File: config.mk
export PLATFORM = sky130hd
export DESIGN_NAME = aud_tx_fifo
export DESIGN_NICKNAME = d
export VERILOG_FILES = /design/src/rtl/aud_tx_pkg.sv /design/src/rtl/aud_tx_regs.sv /design/src/rtl/aud_tx_sfifo.sv /design/src/rtl/aud_tx_dreq.sv /design/src/rtl/aud_tx_fifo.sv
export SDC_FILE = /design/constraint.sdc
export NUM_CORES = 1
export LEC_CHECK = 0
export ABC_AREA = 1
export BUFFER_PORTS_ARGS = -buffer_cell sky130_fd_sc_hd__clkbuf_2
export CORE_AREA = 10 10 191 211
export CTS_BUF_LIST = sky130_fd_sc_hd__clkbuf_8
export DETAILED_ROUTE_END_ITERATION = 8
export DIE_AREA = 0 0 201 221
export PLACE_DENSITY_LB_ADDON = 0.05
export SYNTH_ARGS = -nofsm -noshare
export SYNTH_HDL_FRONTEND = slang
export SYNTH_SLANG_ARGS = --single-unit
File: constraint.sdc
create_clock -name clk_i -period 7.1 [get_ports clk_i]
set_input_delay 0.355 -clock clk_i [delete_from_list [all_inputs] [get_ports clk_i]]
set_output_delay 0.355 -clock clk_i [all_outputs]
set_load 0.02 [all_outputs]
File: src/rtl/aud_tx_pkg.sv
package aud_tx_pkg;
  localparam int unsigned BUS_W = 32;
  localparam logic [5:0] OFS_CTRL  = 6'h00;
  localparam logic [5:0] OFS_FCTL  = 6'h04;
  localparam logic [5:0] OFS_DATA  = 6'h08;
  localparam logic [5:0] OFS_DMA   = 6'h0C;
  localparam logic [5:0] OFS_CNT   = 6'h10;
  localparam logic [BUS_W-1:0] FCTL_RST = 32'h0004_00F0;
  localparam int unsigned FLUSH_BIT = 25;
  localparam int unsigned MODE_BIT  = 2;
  localparam int unsigned DREQ_BIT  = 7;

  typedef enum logic [2:0] {
    SEL_NONE, SEL_CTRL, SEL_FCTL, SEL_DATA, SEL_DMA, SEL_CNT
  } reg_sel_e;
endpackage

File: src/rtl/aud_tx_regs.sv
module aud_tx_regs
  import aud_tx_pkg::*;
#(
  parameter int unsigned ADDR_W   = 6,
  parameter int unsigned SAMPLE_W = 24
) (
  input  logic                clk_i,
  input  logic                rst_ni,
  input  logic                we_i,
  input  logic [ADDR_W-1:0]   addr_i,
  input  logic [BUS_W-1:0]    wdata_i,
  output logic [BUS_W-1:0]    rdata_o,
  input  logic                pop_ok_i,
  output logic                tx_en_o,
  output logic                dreq_en_o,
  output logic                flush_o,
  output logic                flush_bit_o,
  output logic                cnt_wr_o,
  output logic [BUS_W-1:0]    cnt_o,
  output logic                push_o,
  output logic [SAMPLE_W-1:0] push_data_o
);
  reg_sel_e         sel;
  logic [BUS_W-1:0] fctl_q, cnt_q;
  logic             tx_en_q, dreq_en_q;

  always_comb begin
    unique case (BUS_W'(addr_i))
      BUS_W'(OFS_CTRL): sel = SEL_CTRL;
      BUS_W'(OFS_FCTL): sel = SEL_FCTL;
      BUS_W'(OFS_DATA): sel = SEL_DATA;
      BUS_W'(OFS_DMA):  sel = SEL_DMA;
      BUS_W'(OFS_CNT):  sel = SEL_CNT;
      default:          sel = SEL_NONE;
    endcase
  end

  assign flush_o  = we_i && (sel == SEL_FCTL) && wdata_i[FLUSH_BIT];
  assign cnt_wr_o = we_i && (sel == SEL_CNT);
  assign push_o   = we_i && (sel == SEL_DATA);

  always_ff @(posedge clk_i or negedge rst_ni) begin
    if (!rst_ni) begin
      fctl_q    <= FCTL_RST;
      tx_en_q   <= 1'b0;
      dreq_en_q <= 1'b0;
      cnt_q     <= '0;
    end else begin
      if (we_i && sel == SEL_FCTL) fctl_q <= wdata_i;
      else                         fctl_q[FLUSH_BIT] <= 1'b0; // self-clearing
      if (we_i && sel == SEL_CTRL) tx_en_q   <= wdata_i[0];
      if (we_i && sel == SEL_DMA)  dreq_en_q <= wdata_i[DREQ_BIT];
      if (cnt_wr_o)      cnt_q <= wdata_i;
      else if (pop_ok_i) cnt_q <= cnt_q + 1'b1;
    end
  end

  // Alignment of significant bits in a written word
  always_comb begin
    if (fctl_q[MODE_BIT]) push_data_o = wdata_i[SAMPLE_W-1:0];
    else                  push_data_o = wdata_i[BUS_W-1 -: SAMPLE_W];
  end

  always_comb begin
    rdata_o = '0;
    unique case (sel)
      SEL_CTRL: rdata_o[0] = tx_en_q;
      SEL_FCTL: rdata_o = fctl_q;
      SEL_DMA:  rdata_o[DREQ_BIT] = dreq_en_q;
      SEL_CNT:  rdata_o = cnt_q;
      default:  rdata_o = '0; // data address is write-only
    endcase
  end

  assign tx_en_o     = tx_en_q;
  assign dreq_en_o   = dreq_en_q;
  assign flush_bit_o = fctl_q[FLUSH_BIT];
  assign cnt_o       = cnt_q;
endmodule

File: src/rtl/aud_tx_sfifo.sv
module aud_tx_sfifo #(
  parameter int unsigned DEPTH    = 8,
  parameter int unsigned SAMPLE_W = 24,
  localparam int unsigned PTR_W   = $clog2(DEPTH),
  localparam int unsigned LVL_W   = $clog2(DEPTH + 1)
) (
  input  logic                clk_i,
  input  logic                rst_ni,
  input  logic                flush_i,
  input  logic                push_i,
  input  logic [SAMPLE_W-1:0] push_data_i,
  input  logic                pop_i,
  output logic [SAMPLE_W-1:0] head_o,
  output logic [LVL_W-1:0]    level_o
);
  logic [SAMPLE_W-1:0] mem [DEPTH];
  logic [PTR_W-1:0]    wr_ptr, rd_ptr;
  logic [LVL_W-1:0]    level;
  logic                push_ok;

  assign push_ok = push_i && (level != LVL_W'(DEPTH));

  always_ff @(posedge clk_i or negedge rst_ni) begin
    if (!rst_ni) begin
      wr_ptr <= '0;
      rd_ptr <= '0;
      level  <= '0;
    end else if (flush_i) begin
      wr_ptr <= '0;
      rd_ptr <= '0;
      level  <= '0;
    end else begin
      if (push_ok) wr_ptr <= wr_ptr + 1'b1;
      if (pop_i)   rd_ptr <= rd_ptr + 1'b1;
      level <= level + LVL_W'(push_ok) - LVL_W'(pop_i);
    end
  end

  always_ff @(posedge clk_i) begin
    if (push_ok && !flush_i) mem[wr_ptr] <= push_data_i;
  end

  assign head_o  = mem[rd_ptr];
  assign level_o = level;
endmodule

File: src/rtl/aud_tx_dreq.sv
module aud_tx_dreq #(
  parameter int unsigned DEPTH = 8,
  parameter int unsigned BURST = 4,
  localparam int unsigned LVL_W = $clog2(DEPTH + 1)
) (
  input  logic             en_i,
  input  logic [LVL_W-1:0] level_i,
  output logic             req_o
);
  logic [LVL_W-1:0] free;
  assign free  = LVL_W'(DEPTH) - level_i;
  assign req_o = en_i && (free >= LVL_W'(BURST));
endmodule

File: src/rtl/aud_tx_fifo.sv
module aud_tx_fifo
  import aud_tx_pkg::*;
#(
  parameter int unsigned ADDR_W   = 6,
  parameter int unsigned SAMPLE_W = 24,
  parameter int unsigned DEPTH    = 8,
  parameter int unsigned BURST    = 4,
  localparam int unsigned LVL_W   = $clog2(DEPTH + 1)
) (
  input  logic                clk_i,
  input  logic                rst_ni,
  input  logic                bus_we_i,
  input  logic [ADDR_W-1:0]   bus_addr_i,
  input  logic [31:0]         bus_wdata_i,
  output logic [31:0]         bus_rdata_o,
  input  logic                pop_i,
  output logic [SAMPLE_W-1:0] sample_o,
  output logic                sample_valid_o,
  output logic                tx_en_o,
  output logic                dma_req_o
);
  logic                tx_en, dreq_en, flush, flush_bit, cnt_wr, pop_ok, push;
  logic [BUS_W-1:0]    cnt;
  logic [SAMPLE_W-1:0] push_data;
  logic [LVL_W-1:0]    level;

  assign sample_valid_o = (level != '0);
  assign pop_ok  = pop_i && tx_en && sample_valid_o && !flush;
  assign tx_en_o = tx_en;

  aud_tx_regs #(.ADDR_W(ADDR_W), .SAMPLE_W(SAMPLE_W)) u_regs (
    .clk_i, .rst_ni,
    .we_i(bus_we_i), .addr_i(bus_addr_i), .wdata_i(bus_wdata_i),
    .rdata_o(bus_rdata_o), .pop_ok_i(pop_ok),
    .tx_en_o(tx_en), .dreq_en_o(dreq_en), .flush_o(flush),
    .flush_bit_o(flush_bit), .cnt_wr_o(cnt_wr), .cnt_o(cnt),
    .push_o(push), .push_data_o(push_data)
  );

  aud_tx_sfifo #(.DEPTH(DEPTH), .SAMPLE_W(SAMPLE_W)) u_fifo (
    .clk_i, .rst_ni,
    .flush_i(flush), .push_i(push), .push_data_i(push_data),
    .pop_i(pop_ok), .head_o(sample_o), .level_o(level)
  );

  aud_tx_dreq #(.DEPTH(DEPTH), .BURST(BURST)) u_dreq (
    .en_i(dreq_en), .level_i(level), .req_o(dma_req_o)
  );
endmodule

# Word level (Yosys, flattened, before mapping)
# Memories as Yosys holds them, arrays and structs flattened.
# Cells that the tools add are included.
# Widths: inputs -> output; s select.
word_totals:
  ramBits: 192
  regBits: 76
  wordCells: 60
  inputBits: 42
  out_inout_bits: 59
  n_memories: 1
op_classes:
  n_mux: 16
  eq_ne: 10
  order_cmp: 1
  reduce_logical: 18
  n_addsub: 6
mem_list:
  columns: ["name", "words", "word_bits", "rd", "rd_clocked_by_memory_dff", "write_ports", "line", "source"]
  rows:
  - ["u_fifo.mem", 8, 24, 1, 0, 1, "aud_tx_sfifo.sv:16", "logic [SAMPLE_W-1:0] mem [DEPTH];"]
op_table:
  columns: ["cell", "n"]
  rows:
  - ["$mux 32", 2]
  - ["$pmux 24 s2", 1]
  - ["$add 32x1->32 const B", 1]
  - ["$mux 24", 1]
  - ["$pmux 3 s5", 1]
  - ["$eq 6x4->1 const B", 2]
  - ["$logic_and 1x1->1", 12]
  - ["$mux 3", 4]
  - ["$pmux 6 s2", 1]
  - ["$add 3x1->3 const B", 2]
  - ["$eq 3x2->1 const B", 2]
  - ["$eq 3x3->1 const B", 2]
  - ["$eq 6x3->1 const B", 1]
  - ["$eq 6x5->1 const B", 1]
  - ["$logic_not 6->1", 1]
  - ["$pmux 1 s3", 2]
  - ["$reduce_bool 2->1", 3]
  - ["$add 4x1->4", 1]
  - ["$ge 4x3->1 const B", 1]
  - ["$mux 4", 1]
  - ["$ne 4x4->1 const B", 1]
  - ["$reduce_bool 4->1", 1]
  - ["$sub 4x1->4", 1]
  - ["$sub 4x4->4 const A", 1]
  - ["other kinds (3)", 5]

# Logic depth before layout (Yosys ltp)
depth:
  word_depth: 9
  depth_mapped: 15
  ltp_nobuf: 15

# By module
# A second synthesis with hierarchy kept.
unflattened:
  cells_unflattened: 1598
  hier_area_um2: 13385.3
modules_own_cells:
  columns: ["mod", "area_each_um2", "n_inst", "seq_area_each_um2", "cells_per_inst"]
  rows:
  - ["aud_tx_sfifo", 8967.4, 1, 6015.8, 903]
  - ["aud_tx_regs", 4349.2, 1, 1657.8, 678]
  - ["aud_tx_dreq", 40.0, 1, 0.0, 10]
  - ["aud_tx_fifo", 28.8, 1, 0.0, 7]

# Least setup slack after synthesis
# No wires, ideal clock.
synth_timing:
  kind: "input port to flip-flop"
  start: "input bus_addr_i[5]"
  end: "memory u_fifo.mem[2][0], enable pin"
  path_buffers: 0
  t_required_ps: 6665
  slack_ps: 3996
  arrival_time_ps: 2669
  setup_time_ps: 435
  stages: 7
  cell_sequence: "nor2_2 nand3_1 nor2_1 nand2_1 inv_2 nand2_1 nor3_1"
synth_via:
  elab_chain_len: 9
  elab_cells_between_ends: 16
  cone_classes: "eq/ne: 6; mux: 3; reduce/logical: 7"
synth_lines:
  columns: ["item", "line", "source"]
  rows:
  - ["start: declaration", "aud_tx_fifo.sv:13", "input logic [ADDR_W-1:0] bus_addr_i,"]
  - ["$eq 6x5->1, or another cell as far along", "aud_tx_regs.sv:28", "unique case (BUS_W'(addr_i))"]
  - ["$pmux 3 s5 *", "aud_tx_regs.sv:28", null]
  - ["$eq 3x2->1", "aud_tx_regs.sv:38", "assign flush_o = we_i && (sel == SEL_FCTL) && wdata_i[FLUSH_BIT];"]
  - ["$logic_and 1x1->1 (2 in a row)", "aud_tx_regs.sv:38", null]
  - ["$logic_not 1->1", "aud_tx_sfifo.sv:40", "if (push_ok && !flush_i) mem[wr_ptr] <= push_data_i;"]
  - ["$logic_and 1x1->1 *", "aud_tx_sfifo.sv:40", null]
  - ["$mux 1 *", "aud_tx_sfifo.sv:40", null]
  - ["$mux 1 (implied by the code) *", "aud_tx_sfifo.sv:40", null]
  - ["end: declaration", "aud_tx_sfifo.sv:16", null]
# Every way passes the cells marked *; elsewhere a longest branch is shown, timed or not.

# Worst setup path in the final report
layout_timing:
  start: "register u_fifo.rd_ptr[0]"
  end: "output sample_o[21]"
layout_via:
  elab_chain_len: 1
layout_lines:
  columns: ["item", "line", "source"]
  rows:
  - ["start: declaration", "aud_tx_sfifo.sv:17", "logic [PTR_W-1:0] wr_ptr, rd_ptr;"]
  - ["start signal: assignment", "aud_tx_sfifo.sv:34", "if (pop_i) rd_ptr <= rd_ptr + 1'b1;"]
  - ["$mem_v2 8x24", null, null]
  - ["end: declaration", "aud_tx_fifo.sv:17", "output logic [SAMPLE_W-1:0] sample_o,"]
# No other way between the ends.

==> impl_results.md <==
* Met1 GRT Util at 21.50%
* Met2 Use GR at 29.33%
* Row count at 73
* Initial DRC count at 666
* CP required at 6740 ps
* Levels on crit path at 7
* Synthesized area at 0.01242 mm^2
* TritonCTS Sinks at 268
* Number of flops mapped to enable cells by yosys at 192
* CP Cell Sequence: inv_2 > buf_4 > nor2_1 > o32ai_1 > nand2_1 > nand2_1 > clkbuf_2
* M3 GR Usage at 2.806%
* Vias in the first global route at 9,794
* Pre-antenna DRT Iters at 8
* Max IR drop VDD at 0.1446 mV
* Final non-filler cell area at 0.01439 mm^2
* Die Span Y at 221 um
* CTS clk-pin slew, worst paths at 60 ps
* HPWL after detailed placement at 25.35 mm
* Crit-path max FO at 58
* Crit end category: primary output
* Hold WC Path Type: in -> reg
* Longest Clk Path Bufs at 3
* Area post-placement at 0.01345 mm^2
* Yosys top cell area share at 46.44%
* Leak pwr at 5.774 nW
* Synth warnings at 0
* Final hold vios at 0
* Clock Latency Late Sink at 590 ps
* Ratio of cells with drive above 1 in the final layout at 14.04%
* CP startpoint kind: flip-flop
* Die width at 201 um
* Grt ovf at 0
* Clock root buffer: clkbuf_8
* Post-CTS Repair Setup Buffers at 0
* Global placer's final weighted congestion at 0.8831
* Slew Limit Fails at 0
* Synth Flop Type: edfxtp_1
* R2R setup slack at 4060 ps
* F_max at 276.8 MHz
* Initial Utilization at 34.59%
* Residual DRC at 0
* Crit path kind: reg -> out
* Die area at 0.04442 mm^2
* Area growth, synth to finish at 15.90%
* Min Clock Period, post-route at 3613 ps
* Final Skew at 28.62 ps
* CP endpoint: sample_o[21]
* Gr usage total at 17.11%
* Part of the cycle the worst path needs at 50.88%
* Port Buffers at 100
* WL final at 38.50 mm
* Count leader, synth: nand2_1
* Worst Setup SP: u_fifo.rd_ptr[0]
* H-Tree Depth at 2
* Post-Synthesis Cells at 1,304
* Vias per inst at 4.952
* Largest net degree at the start of global routing at 79
* CTS buffer count at 48
* Register area share after synthesis at 61.81%
* Ports at 101
* Pwr/cell area at 334.4 mW/mm^2
* Worst Max-Slew Pin Slew at 1216 ps
* Slowest CP cell: buf_4
* Most Frequent Cell on Critical Path: nand2_1
* Vias at 9,607
* Core ar. at 0.03590 mm^2
* Detail Route Antenna Nets at 0
* Largest area contributor in the netlist: edfxtp_1
* Final setup fails at 0
* FF+latch count, synth at 268
* Final TNS setup at 0 ps
* CP bufs+invs at 3
* Top post-synthesis cells by area: edfxtp_1 46%, dfrtp_1 14%, nand2_1 11%
* CP max stage delay at 670 ps
* Count of cell types in the netlist at 35
* Rel. slew slack at 18.08%
* R2r endpoint: u_fifo.level_o[2]
* Nets at 1,468
* Reg-to-Reg Start: u_fifo.level_o[2]
* Antenna violations before repair at 0
* TritonCTS clock tree: built
* Syn avg cell area at 9.521 um^2
* RSZ-0062 raised after global routing: false
* Top Usage Layer GRT: met2
* Crit path DAT at 3260 ps
* Routed length per instance at 19.84 um
* R2R depth at 13
* Asr flop ratio synth at 28.36%
* First-pass GRT wire length at 59.33 mm
* Top cells by count, synth: 350 x nand2_1, 212 x nor2_1, 192 x edfxtp_1, 114 x o21ai_0, 84 x inv_1
* Syn_nets at 1,357
* Diode count at 0
* Run status: complete, no violations
* # Max-Cap Violations at 0
* CP top delay family: buffers and inverters
sequential cells by signal, indices dropped and copies added (netlist names):
register / count
u_regs.tx_en_o: 1
u_regs.fctl_q: 32
u_fifo.mem: 192
u_regs.dreq_en_o: 1
u_fifo.level_o: 4
u_regs.cnt_o: 32
u_fifo.rd_ptr: 3
u_fifo.wr_ptr: 3
cell type report:
class | instances | area [um^2]
fillers | 3623 | 21510
flip-flops and latches | 268 | 7676
clock inverters | 38 | 206.4
multi-input cells | 882 | 4168
well taps | 487 | 609.3
clock buffers | 50 | 688.2
repair buffers | 125 | 703.2
inverters | 90 | 339.1
layout by cell type (no fill, tap or decap), types with 3 or more instances in the layout:
cell type,count
clkbuf_2,99
o22ai_1,17
inv_1,105
o21ai_1,5
dfrtp_1,69
clkbuf_8,50
ha_1,10
edfxtp_1,192
o32ai_1,48
nand3_1,78
nor3_2,8
nand2_1,350
dfstp_2,5
clkinv_1,12
buf_4,21
a21oi_1,3
xor2_1,16
inv_2,4
dlygate4sd3_1,5
nor2_1,212
o21ai_0,114
clkinv_2,3
kinds of logic after synthesis:
logic type,synth area share (%)
AO/OA/AOI/OAI,9.604
XOR/XNOR,1.270
adder cells (fa/ha/maj),1.169
buffers and inverters,4.948
flip-flops,61.81
AND/OR/NAND/NOR,21.20
report_power, final:
group / leakage (nW) / switching (mW) / internal (mW) / total (mW)
clock network: 0.529 / 0.643 / 0.723 / 1.37
logic: 2.58 / 1.01 / 0.446 / 1.45
registers: 2.66 / 0.149 / 1.84 / 1.99
total: 5.77 / 1.80 / 3.01 / 4.81
worst register-to-register path: cells and delay by family, from the launching register on:
kind,cells,cell delay (ps)
AND/OR/NAND/NOR,4,750
XOR/XNOR,1,170
flip-flops,1,410
buffers and inverters,4,550
adder cells (fa/ha/maj),4,1100
worst min path at each step:
stage	from	cells past startpoint	slack [ps]	endpoint
finish	bus_wdata_i[16]	3	50	u_regs.cnt_o[16]
global route	bus_wdata_i[16]	3	20	u_regs.cnt_o[16]
CTS	bus_wdata_i[28]	3	9	u_regs.fctl_q[28]
detailed placement	rst_ni	1	280	u_regs.fctl_q[1]
global placement	rst_ni	1	280	u_regs.cnt_o[5]
floorplan	rst_ni	0	60	u_fifo.level_o[0]
metrics by stage:
stage / setup slack, ps / cells / utilization (%) / power (mW) / hold WS [ps]
2_1_floorplan: 3996 / 1304 / - / 2.988 / 59.41
3_3_place_gp: 3728 / 1847 / 37.46 / 3.504 / 279.1
3_5_place_dp: 3721 / 1847 / 37.46 / 3.509 / 276.1
4_1_cts: 3373 / 1940 / 40.09 / 4.901 / 9.108
5_1_grt: 3140 / 1940 / 40.09 / 5.152 / 21.01
6_report: 3487 / 1940 / 40.09 / 4.811 / 45.28
routing by layer:
metal | routed length, um | share of wire (%)
met1 | 16970 | 44
met3 | 1435 | 3.7
met4 | 936 | 2.4
met2 | 19160 | 50
met5 | 0 | 0
timing repair:
action	in CTS	in global routing
gates resized for setup	0	0
endpoints found under the hold margin	26	0
hold buffers	5	0
setup endpoints to repair	0	0
No activity file was read; power rests on OpenSTA's default activity.
